File: src/rtl/canx_pkg.sv
package canx_pkg;

  typedef enum logic [1:0] {
    MODE_OFF    = 2'd0,
    MODE_NORMAL = 2'd1,
    MODE_SILENT = 2'd2
  } canxMode_t;

  // datapath -> control
  typedef struct packed {
    logic txLow;       // synchronized transmit pin is low
    logic domTimeout;  // dominant window used up
    logic silentSel;   // synchronized silent select
  } canxPinStat_t;

  // control -> datapath
  typedef struct packed {
    logic timerClr;    // hold timer at zero (Off state)
  } canxCtrlStb_t;

endpackage

File: src/rtl/canx_datapath.sv
module canx_datapath
  import canx_pkg::*;
#(
  parameter int TIMEOUT_CYC = 2940,
  parameter int SYNC_STAGES = 2
) (
  input  logic         clk,
  input  logic         rstN,
  input  logic         txdIn,
  input  logic         silentIn,
  input  canxCtrlStb_t stb,
  output canxPinStat_t stat
);

  localparam int CNT_W = $clog2(TIMEOUT_CYC + 1);
  localparam logic [CNT_W-1:0] CNT_MAX = CNT_W'(TIMEOUT_CYC);

  logic [SYNC_STAGES-1:0] txSh;
  logic [SYNC_STAGES-1:0] selSh;
  logic [CNT_W-1:0]       domCnt;
  logic                   txSync;

  // pull-up behaviour: synchronizers come out of reset at 1
  always_ff @(posedge clk or negedge rstN) begin
    if (!rstN) begin
      txSh  <= '1;
      selSh <= '1;
    end else begin
      txSh  <= {txSh[SYNC_STAGES-2:0], txdIn};
      selSh <= {selSh[SYNC_STAGES-2:0], silentIn};
    end
  end

  assign txSync = txSh[SYNC_STAGES-1];

  // counts cycles of synchronized low; any high (rising edge) restarts it
  always_ff @(posedge clk or negedge rstN) begin
    if (!rstN) begin
      domCnt <= '0;
    end else if (stb.timerClr || txSync) begin
      domCnt <= '0;
    end else if (domCnt != CNT_MAX) begin
      domCnt <= domCnt + 1'b1;
    end
  end

  always_comb begin
    stat.txLow      = ~txSync;
    stat.domTimeout = (domCnt == CNT_MAX);
    stat.silentSel  = selSh[SYNC_STAGES-1];
  end

endmodule

File: src/rtl/canx_ctrl.sv
module canx_ctrl
  import canx_pkg::*;
(
  input  logic         clk,
  input  logic         rstN,
  input  logic         uvAny,
  input  logic         overTemp,
  input  canxPinStat_t stat,
  output canxCtrlStb_t stb,
  output canxMode_t    mode,
  output logic         txDrive
);

  canxMode_t modeQ;
  logic      txLockQ;
  logic      lockSet;
  logic      lockClr;

  always_ff @(posedge clk or negedge rstN) begin
    if (!rstN) begin
      modeQ <= MODE_OFF;
    end else if (uvAny) begin
      modeQ <= MODE_OFF;
    end else if (stat.silentSel) begin
      modeQ <= MODE_SILENT;
    end else begin
      modeQ <= MODE_NORMAL;
    end
  end

  assign lockSet = (modeQ == MODE_OFF) | stat.domTimeout | overTemp;
  assign lockClr = ~stat.txLow;

  // lock starts set: power-up counts as leaving undervoltage
  always_ff @(posedge clk or negedge rstN) begin
    if (!rstN) begin
      txLockQ <= 1'b1;
    end else if (lockSet) begin
      txLockQ <= 1'b1;
    end else if (lockClr) begin
      txLockQ <= 1'b0;
    end
  end

  assign stb.timerClr = (modeQ == MODE_OFF);
  assign mode         = modeQ;
  assign txDrive      = (modeQ == MODE_NORMAL) & ~txLockQ & stat.txLow
                        & ~stat.domTimeout & ~overTemp;

endmodule

File: src/rtl/canx_mode_ctl.sv
module canx_mode_ctl
  import canx_pkg::*;
#(
  parameter int TIMEOUT_CYC = 2940,
  parameter int SYNC_STAGES = 2
) (
  input  logic clk,
  input  logic rstN,
  input  logic txdIn,
  input  logic silentIn,
  input  logic uvCore,
  input  logic uvIo,
  input  logic overTemp,
  input  logic rxCompDom,
  output logic txDrive,
  output logic biasEn,
  output logic rxdOut,
  output logic rxdOe
);

  canxPinStat_t pinStat;
  canxCtrlStb_t ctrlStb;
  canxMode_t    modeQ;
  logic         powered;

  canx_datapath #(
    .TIMEOUT_CYC(TIMEOUT_CYC),
    .SYNC_STAGES(SYNC_STAGES)
  ) dp_i (
    .clk      (clk),
    .rstN     (rstN),
    .txdIn    (txdIn),
    .silentIn (silentIn),
    .stb      (ctrlStb),
    .stat     (pinStat)
  );

  canx_ctrl ctrl_i (
    .clk      (clk),
    .rstN     (rstN),
    .uvAny    (uvCore | uvIo),
    .overTemp (overTemp),
    .stat     (pinStat),
    .stb      (ctrlStb),
    .mode     (modeQ),
    .txDrive  (txDrive)
  );

  assign powered = (modeQ != MODE_OFF);
  assign biasEn  = powered;
  assign rxdOe   = powered;
  assign rxdOut  = powered ? ~rxCompDom : 1'b1;

endmodule

File: config.mk
export PLATFORM = sky130hd
export DESIGN_NAME = canx_mode_ctl
export DESIGN_NICKNAME = d
export VERILOG_FILES = /design/src/rtl/canx_pkg.sv /design/src/rtl/canx_datapath.sv /design/src/rtl/canx_ctrl.sv /design/src/rtl/canx_mode_ctl.sv
export SDC_FILE = /design/constraint.sdc
export NUM_CORES = 1
export LEC_CHECK = 0
export BUFFER_PORTS_ARGS = -buffer_cell sky130_fd_sc_hd__buf_2
export CAP_MARGIN = 5
export CELL_PAD_IN_SITES_DETAIL_PLACEMENT = 1
export CELL_PAD_IN_SITES_GLOBAL_PLACEMENT = 2
export CORE_MARGIN = 5
export CORE_UTILIZATION = 39
export DETAILED_ROUTE_END_ITERATION = 8
export PLACE_DENSITY_LB_ADDON = 0.2
export SETUP_SLACK_MARGIN = 0.2
export SLEW_MARGIN = 20
export SYNTH_ARGS = -nofsm -noshare
export SYNTH_HDL_FRONTEND = slang
export SYNTH_HIERARCHICAL = 1
export SYNTH_SLANG_ARGS = --single-unit
File: constraint.sdc
create_clock -name clk -period 2.1 [get_ports clk]
set_input_delay 0.21 -clock clk [delete_from_list [all_inputs] [get_ports clk]]
set_output_delay 0.21 -clock clk [all_outputs]
set_load 0.01 [all_outputs]
Word-level counts from Yosys, hierarchy flattened
Index checks and enable logic that the tools add are counted.

word-level totals
  bits of input ports = 8
  word-level logic and storage cells = 33
  output and inout port bits = 4
  bits in registers = 19

operators by class
  bitwise gates (word level) = 12
  reduce and logical (&&, ||, !) cells = 5
  $add $sub $neg = 1
  muxes and demuxes = 7
  equality and inequality tests = 3

operators with widths
  cell                                                              number
  12-bit two-way mux                                                2
  12-bit by 1-bit adder with 12-bit output (second input constant)  1
  12-bit == test (second input constant)                            1
  12-bit inequality test (second input constant)                    1
  2-bit nonzero test                                                3
  1-bit NOT                                                         5
  1-bit bitwise AND                                                 4
  2-bit two-way mux                                                 2
  1-bit two-way mux                                                 3
  1-bit bitwise OR                                                  3
  2-bit by 1-bit == test with 1-bit output (second input constant)  1
  2-bit logical NOT                                                 1
  1-bit logical OR                                                  1

Depth between registers and ports, before layout
Gate-level depths: netlist (run 1).

  depth after elaboration = 5
  mapped depth = 5
  gate-level depth less buffers = 5

Modules after synthesis
Netlist (run 1), hierarchy kept.

by module, submodules not included
  module         instances  area each (µm²)  seq. area each (µm²)  cells each
  canx_datapath  1          865.8            405.4                 83
  canx_ctrl      1          117.6            76.3                  9
  canx_mode_ctl  1          25.0             0.0                   4

Least setup slack after synthesis (run 1)
Ideal clock, no wire load.

  kind = reg2out
  from = register dp_i.domCnt[7]
  to = output port txDrive
  data arrival time = 1.235 ns
  cell stages (with the launch flop) = 5
  path buffers = 1
  path slack = 0.655 ns
  cells stage by stage = dfrtp_1 > buf_4 > or3b_2 > nor3_1 > nor3_1

RTL lines
  what                    RTL line             text
  from (decl)             canx_datapath.sv:20  logic [CNT_W-1:0] domCnt;
  from (signal assigned)  canx_datapath.sv:43  domCnt <= domCnt + 1'b1;
  to (decl)               canx_mode_ctl.sv:15  output logic txDrive,

==> results of run 1 <==
[worst max path at each step]
stage	start	endpoint	slack [ns]
after floorplan	dp_i/domCnt[7]	txDrive	0.66
after global placement	dp_i/domCnt[6]	txDrive	0.42
after detailed placement	dp_i/domCnt[6]	txDrive	0.37
after CTS	dp_i/domCnt[10]	txDrive	0.21
after global routing	dp_i/domCnt[0]	txDrive	0.20
final	dp_i/domCnt[0]	txDrive	0.30
[metal layers]
metal	wire, um	global-route usage (%)
met1	1189	21.65
met2	1201	23.51
met3	59	1.915
met4	12	2.786
met5	0	0
[final cells by class]
type | instances | area, sq um
Tap cell | 30 | 37.54
Clock buffer | 3 | 22.52
Multi-Input combinational cell | 66 | 478.0
Clock inverter | 1 | 5.005
Timing Repair Buffer | 24 | 160.2
Sequential cell | 19 | 488.0
Fill cell | 285 | 1271
Inverter | 4 | 15.01
[registers in the layout, indices dropped and copies added, names as in the netlist]
register        flops
dp_i/domCnt        12
ctrl_i/mode         2
dp_i/selSh          2
ctrl_i/txLockQ      1
dp_i/txSh           2
[repair_timing]
action	in CTS	in global routing
hold buffers	2	1
endpoints found under the hold margin	15	1
gates resized for setup	3	5
pin swaps	0	1
setup buffers	0	10
setup endpoints to repair	1	1
[power groups by stage]
stage	clock, mW	combinational (mW)	sequential, mW
2_1_floorplan	0	0.0201	0.387
3_3_place_gp	0	0.0373	0.388
3_5_place_dp	0	0.0383	0.389
4_1_cts	0.191	0.0413	0.382
5_1_grt	0.207	0.0506	0.384
6_report	0.189	0.0443	0.383
[cells in the mapped netlist (2+ instances only)]
cell,number
dfrtp_1,14
nand2_1,7
buf_4,5
dfstp_2,5
nand4_1,5
a21oi_1,4
inv_1,4
mux2i_1,4
nand3_1,4
nor2_1,4
o31ai_1,3
or3_1,3
a311oi_1,2
a31oi_1,2
and3_2,2
and4_1,2
ha_1,2
nor3_1,2
o21ai_0,2
or2_1,2
[critical path: cells and delay by family, from the launching register on]
kind                       cells  cell delay, ns
buffers and inverters          2            0.23
and+or+nand+nor                3            0.44
DFF                            1            0.46
adders and majority gates      1            0.16
[cell families after synthesis]
logic type               Yosys count  synth area share [%]
AO/OA/AOI/OAI                     19                 13.52
adder cells (fa/ha/maj)            2                 2.481
buffers and inverters             11                 6.079
flip-flops                        19                 47.77
multiplexers                       4                 3.970
AND/OR/NAND/NOR                   41                 26.18
[stage by stage]
step | std cells | hold slack, ns
6_report | 147 | 0.1246
5_1_grt | 147 | 0.1182
4_1_cts | 136 | 0.006223
3_5_place_dp | 130 | 0.1725
3_3_place_gp | 130 | 0.1720
2_1_floorplan | 96 | -0.08559
==> flow_summary.toml, run 1 <==
[timing]
final_max_slew_viol_count = 0
clock.fmax_mhz = 555.0
slew_headroom_pct = 59.51
skew_ns = 0.004969
min_period_ns = 1.802
hold_viol = 0
fin_tns_setup_ns = 0
rsz0062_at_grt = "no"
setup_ws_ns = 0.2982
post-route-period-util_pct = 85.80
worst_pin_slew_ns = 0.6052
setup-violations-final = 0

[finish]
layout_common_cells = "11 x buf_2, 10 x buf_4, 9 x dfrtp_1, 7 x nand2_1"
final_cell_area_sq_um = 1206
area_growth_pct = 19.60
nets = 128
drive_above_1_share_pct = 38.46
diodes = 0
final_common_cell = "buf_2"
fin_util_pct = 48.69

[run_status]
status = "finished, final reports clean"

[detailed_routing]
totalWireLength_mm = 2.462
ant_nets = 0
wl_per_cell_um = 16.75
drtIter0Drc = 13
dr.pass1.iters = 4
via_per_inst = 5.619
num_vias = 826
drc = 0

[worst_setup_path]
cp_slowest_cell = "dfrtp_2"
cp_max_fo = 6
crit_type = "reg2out"
endpoint_kind = "output pin"
reg2reg_from = "dp_i/domCnt[0]"
rr_endpoint = "dp_i/domCnt[4]"
crit_path_frequent_cell = "nor3_2"
reg2regPathDepth = 5
startpoint_type = "flop"
crit_path_cell_trace = "inv_1 -> ha_1 -> nand4_1 -> nor3_2 -> nor3_2 -> buf_2"
crit_required_ns = 1.89
reg2reg_setup_slack_ns = 0.51
worstPathArrival_ns = 1.59
cpPeakStageDelay_ns = 0.46

[global_route]
grt_pass1_wl_mm = 4.091
antenna_found_initial = 0
grt.total_usage_pct = 14.78
first_global_vias = 835
grt_overflow_total = 0
grt_max_degree = 20

[clock_tree]
cts.path.max_buffers = 2
cts_tree = "built"
htree_levels = 1
numCtsBuffers = 3
clk_latency_ns = 0.29
clk_pin_slew_ns = 0.12
cts_root_buffer = "clkbuf_4"
cts.sink_count = 19

[pwr]
switching_share_pct = 24.13
total_power_uw = 615.7
p_comb_share_pct = 7.2
power_density_nw_per_um2 = 510.5
p_int_uw = 467.1
irDropWorstVdd_uv = 279.5
p_leak_nw = 0.5344
clkPwrFrac_pct = 30.7
switching_power_uw = 148.6
pwr-share-seq_pct = 62.1

[logic_synthesis]
synth_ff_type = "dfrtp_1"
yosys-top-cells-area = "dfrtp_1 35%, dfstp_2 13%, mux2i_1 4.0%"
syn_nets = 106
yosysSeqAreaShare_pct = 47.77
synth_area_leader_cell = "dfrtp_1"
synth-edff-count = 0
syn_area_per_cell_sq_um = 10.50
async_flop_share_pct = 100.0
synthCells = 96
synth_warnings = 6
synth_area_sq_um = 1008
synth_seq_cells = 19
synth_top_area_share_pct = 34.74
yosysUniqueCellTypes = 38

[die]
die_height_um = 60.85
core_sq_um = 2477
row_count = 18
io_pins = 12
die_area_sq_um = 3703
initial_core_util_pct = 40.71
fp.dieW_um = 60.85

[placed_design]
gp_congestion = 0.8495
dp_hpwl_mm = 1.778
dpl_cell_area_sq_um = 1055
dpl_worst_slack_ns = 0.3735
io_buffers = 11

[hold_path]
hp-class = "in2reg"
hold_depth = 2
min_from = "overTemp"
hold_path_end = "ctrl_i/txLockQ"

[flow_run]
max-cap-violations = 0
(Power assumes the default switching activity.)
==> run 2: changes to the inputs <==
--- a/config.mk
+++ b/config.mk
@@ -10,7 +10,7 @@
 export CELL_PAD_IN_SITES_DETAIL_PLACEMENT = 1
 export CELL_PAD_IN_SITES_GLOBAL_PLACEMENT = 2
 export CORE_MARGIN = 5
-export CORE_UTILIZATION = 39
+export CORE_UTILIZATION = 36
 export DETAILED_ROUTE_END_ITERATION = 8
 export PLACE_DENSITY_LB_ADDON = 0.2
 export SETUP_SLACK_MARGIN = 0.2
==> constraint.sdc (replaced) <==
create_clock -name clk -period 1.9 [get_ports clk]
set_input_delay 0.19 -clock clk [delete_from_list [all_inputs] [get_ports clk]]
set_output_delay 0.19 -clock clk [all_outputs]
set_load 0.01 [all_outputs]
==> run 2 against run 1 <==
First-iteration DRC count up 7.7%. Critical path depth fell by 2. Final cell count is 0.68% lower. Worst setup slack lost 0.11 ns. Flip-flop and latch count stayed put. Register-to-register slack lost 0.17 ns. Die area up 6.9%. Routed wire length decreased by 4.0%. Utilization down 4.5 points. Clock skew down 0.0038 ns. Count of clock-buffer cells in the layout is the same. Non-clock buffer count is 2 lower. Critical endpoint unchanged.
==> flow_summary.toml, run 2 (synthesis gave the netlist of run 1 again) <==
[run_status]
status = "finished, final reports clean"

[worst_setup_path]
endpoint_kind = "output pin"
startpoint_type = "flop"
startpoint = "dp_i/domCnt[10]"
reg2reg_setup_slack_ns = 0.34
crit_type = "reg2out"
crit_required_ns = 1.71
crit_path_cell_trace = "or3b_4 -> nor3_2 -> nor3_1 -> buf_2"
reg2regPathDepth = 6
cpPeakStageDelay_ns = 0.41
worstPathArrival_ns = 1.52
reg2reg_from = "dp_i/domCnt[1]"
rr_endpoint = "dp_i/domCnt[6]"
cp_slowest_cell = "dfrtp_1"
cp_max_fo = 2

[finish]
nets = 126
largest_register_ffs = 12
diodes = 0
drive_above_1_share_pct = 35.65
final_common_cell = "dfrtp_1"
area_growth_pct = 18.73
nFillCells = 314
layout_common_cells = "13 x dfrtp_1, 11 x buf_2, 8 x buf_4, 7 x nand2_1"
top_register = "dp_i/domCnt"

[detailed_routing]
wl_met2_mm = 1.173
topRoutingLayerUsed = "met3"
drtIter0Drc = 14
totalWireLength_mm = 2.364
wl_per_cell_um = 16.19
dr.pass1.iters = 4
ant_nets = 0
wl_met3_um = 72
wl_met1_mm = 1.117
via_per_inst = 5.712
num_vias = 834
drc = 0

[timing]
post-route-period-util_pct = 90.24
slew_headroom_pct = 61.97
setup-violations-final = 0
hold_viol = 0
rsz0062_at_grt = "yes"
clock.fmax_mhz = 583.3
final_max_slew_viol_count = 0
min_period_ns = 1.715
fin_tns_setup_ns = 0
skew_ns = 0.001189
worst_pin_slew_ns = 0.5684

[global_route]
grt.total_usage_pct = 12.96
grt_overflow_total = 0
grt_max_degree = 20
grt_pass1_wl_mm = 4.146
first_global_vias = 851
antenna_found_initial = 0

[hold_path]
hold_depth = 2
min_from = "overTemp"
hold_path_end = "ctrl_i/txLockQ"
hp-class = "in2reg"

[pwr]
switching_power_uw = 165.2
power_density_nw_per_um2 = 572.0
total_power_uw = 684.9
irDropWorstVdd_uv = 484.2
p_int_uw = 519.7
p_comb_share_pct = 7.5
clkPwrFrac_pct = 30.9
switching_share_pct = 24.11
p_leak_nw = 0.5244
pwr-share-seq_pct = 61.5

[die]
row_count = 19
die_area_sq_um = 3960
die_height_um = 62.93
io_pins = 12
core_sq_um = 2710
fp.dieW_um = 62.93
initial_core_util_pct = 37.21

[clock_tree]
clk_latency_ns = 0.30
cts_tree = "built"
cts_root_buffer = "clkbuf_4"
cts.path.max_buffers = 2
numCtsBuffers = 3
cts.sink_count = 19
htree_levels = 1
clk_pin_slew_ns = 0.11

[placed_design]
dp_hpwl_mm = 1.666
io_buffers = 11
gp_congestion = 0.8090

[flow_run]
max-cap-violations = 0
==> run 2: routing by layer <==
layer / GRT usage, % / vias to the layer above
met4: 1.592 / 0
li1: - / 397
met3: 3.957 / 0
met2: 20.90 / 12
met1: 17.43 / 425
met5: 0 / -
==> run 2: final cells by class <==
class	instances	area (sq um)	area share [%]
Multi-Input combinational cell	66	485.5	40.54
Clock buffer	3	22.52	1.881
Tap cell	31	38.79	3.239
Sequential cell	19	483.0	40.33
Timing Repair Buffer	22	145.1	12.12
Inverter	4	15.01	1.254
Clock inverter	1	7.507	0.6270
==> run 2: what timing repair did <==
item,in CTS,in global routing
pin swaps,1,3
endpoints found under the hold margin,16,0
resized for setup,3,4
buffers inserted,6,1
hold buffers,3,0
setup endpoints to repair,1,1
==> run 2: worst max path at each step <==
stage | end | slack [ns] | cells after the start
2_1_floorplan | txDrive | 0.48 | 4
3_3_place_gp | txDrive | 0.34 | 4
3_5_place_dp | txDrive | 0.33 | 4
4_1_cts | txDrive | 0.15 | 4
5_1_grt | txDrive | 0.11 | 6
6_report | txDrive | 0.19 | 4
==> run 2: metrics by stage <==
step / setup slack (ns) / hold WS (ns) / std cells / cell area, sq um / util, %
3_5_place_dp: 0.3303 / 0.1606 / 132 / 1064 / 39.24
3_3_place_gp: 0.3363 / 0.1544 / 132 / 1064 / 39.24
6_report: 0.1855 / 0.1057 / 146 / 1197 / 44.18
2_1_floorplan: 0.4751 / -0.1056 / 96 / 1008 / -
5_1_grt: 0.1075 / 0.08825 / 146 / 1197 / 44.18
4_1_cts: 0.1467 / 0.09031 / 145 / 1177 / 43.44
==> run 2: critical path: cells and delay by family, from the launching register on <==
family                 cells  cell delay, ns
and+or+nand+nor            3            0.68
DFF                        1            0.41
buffers and inverters      1            0.14
==> run 2: power groups by stage <==
stage                     clock network [mW]  logic, mW  registers, mW
after CTS                              0.229     0.0496          0.421
after global routing                   0.245     0.0583          0.423
final                                  0.212     0.0516          0.421
after global placement                     0     0.0411          0.430
after detailed placement                   0     0.0417          0.430
after floorplan                            0     0.0222          0.428
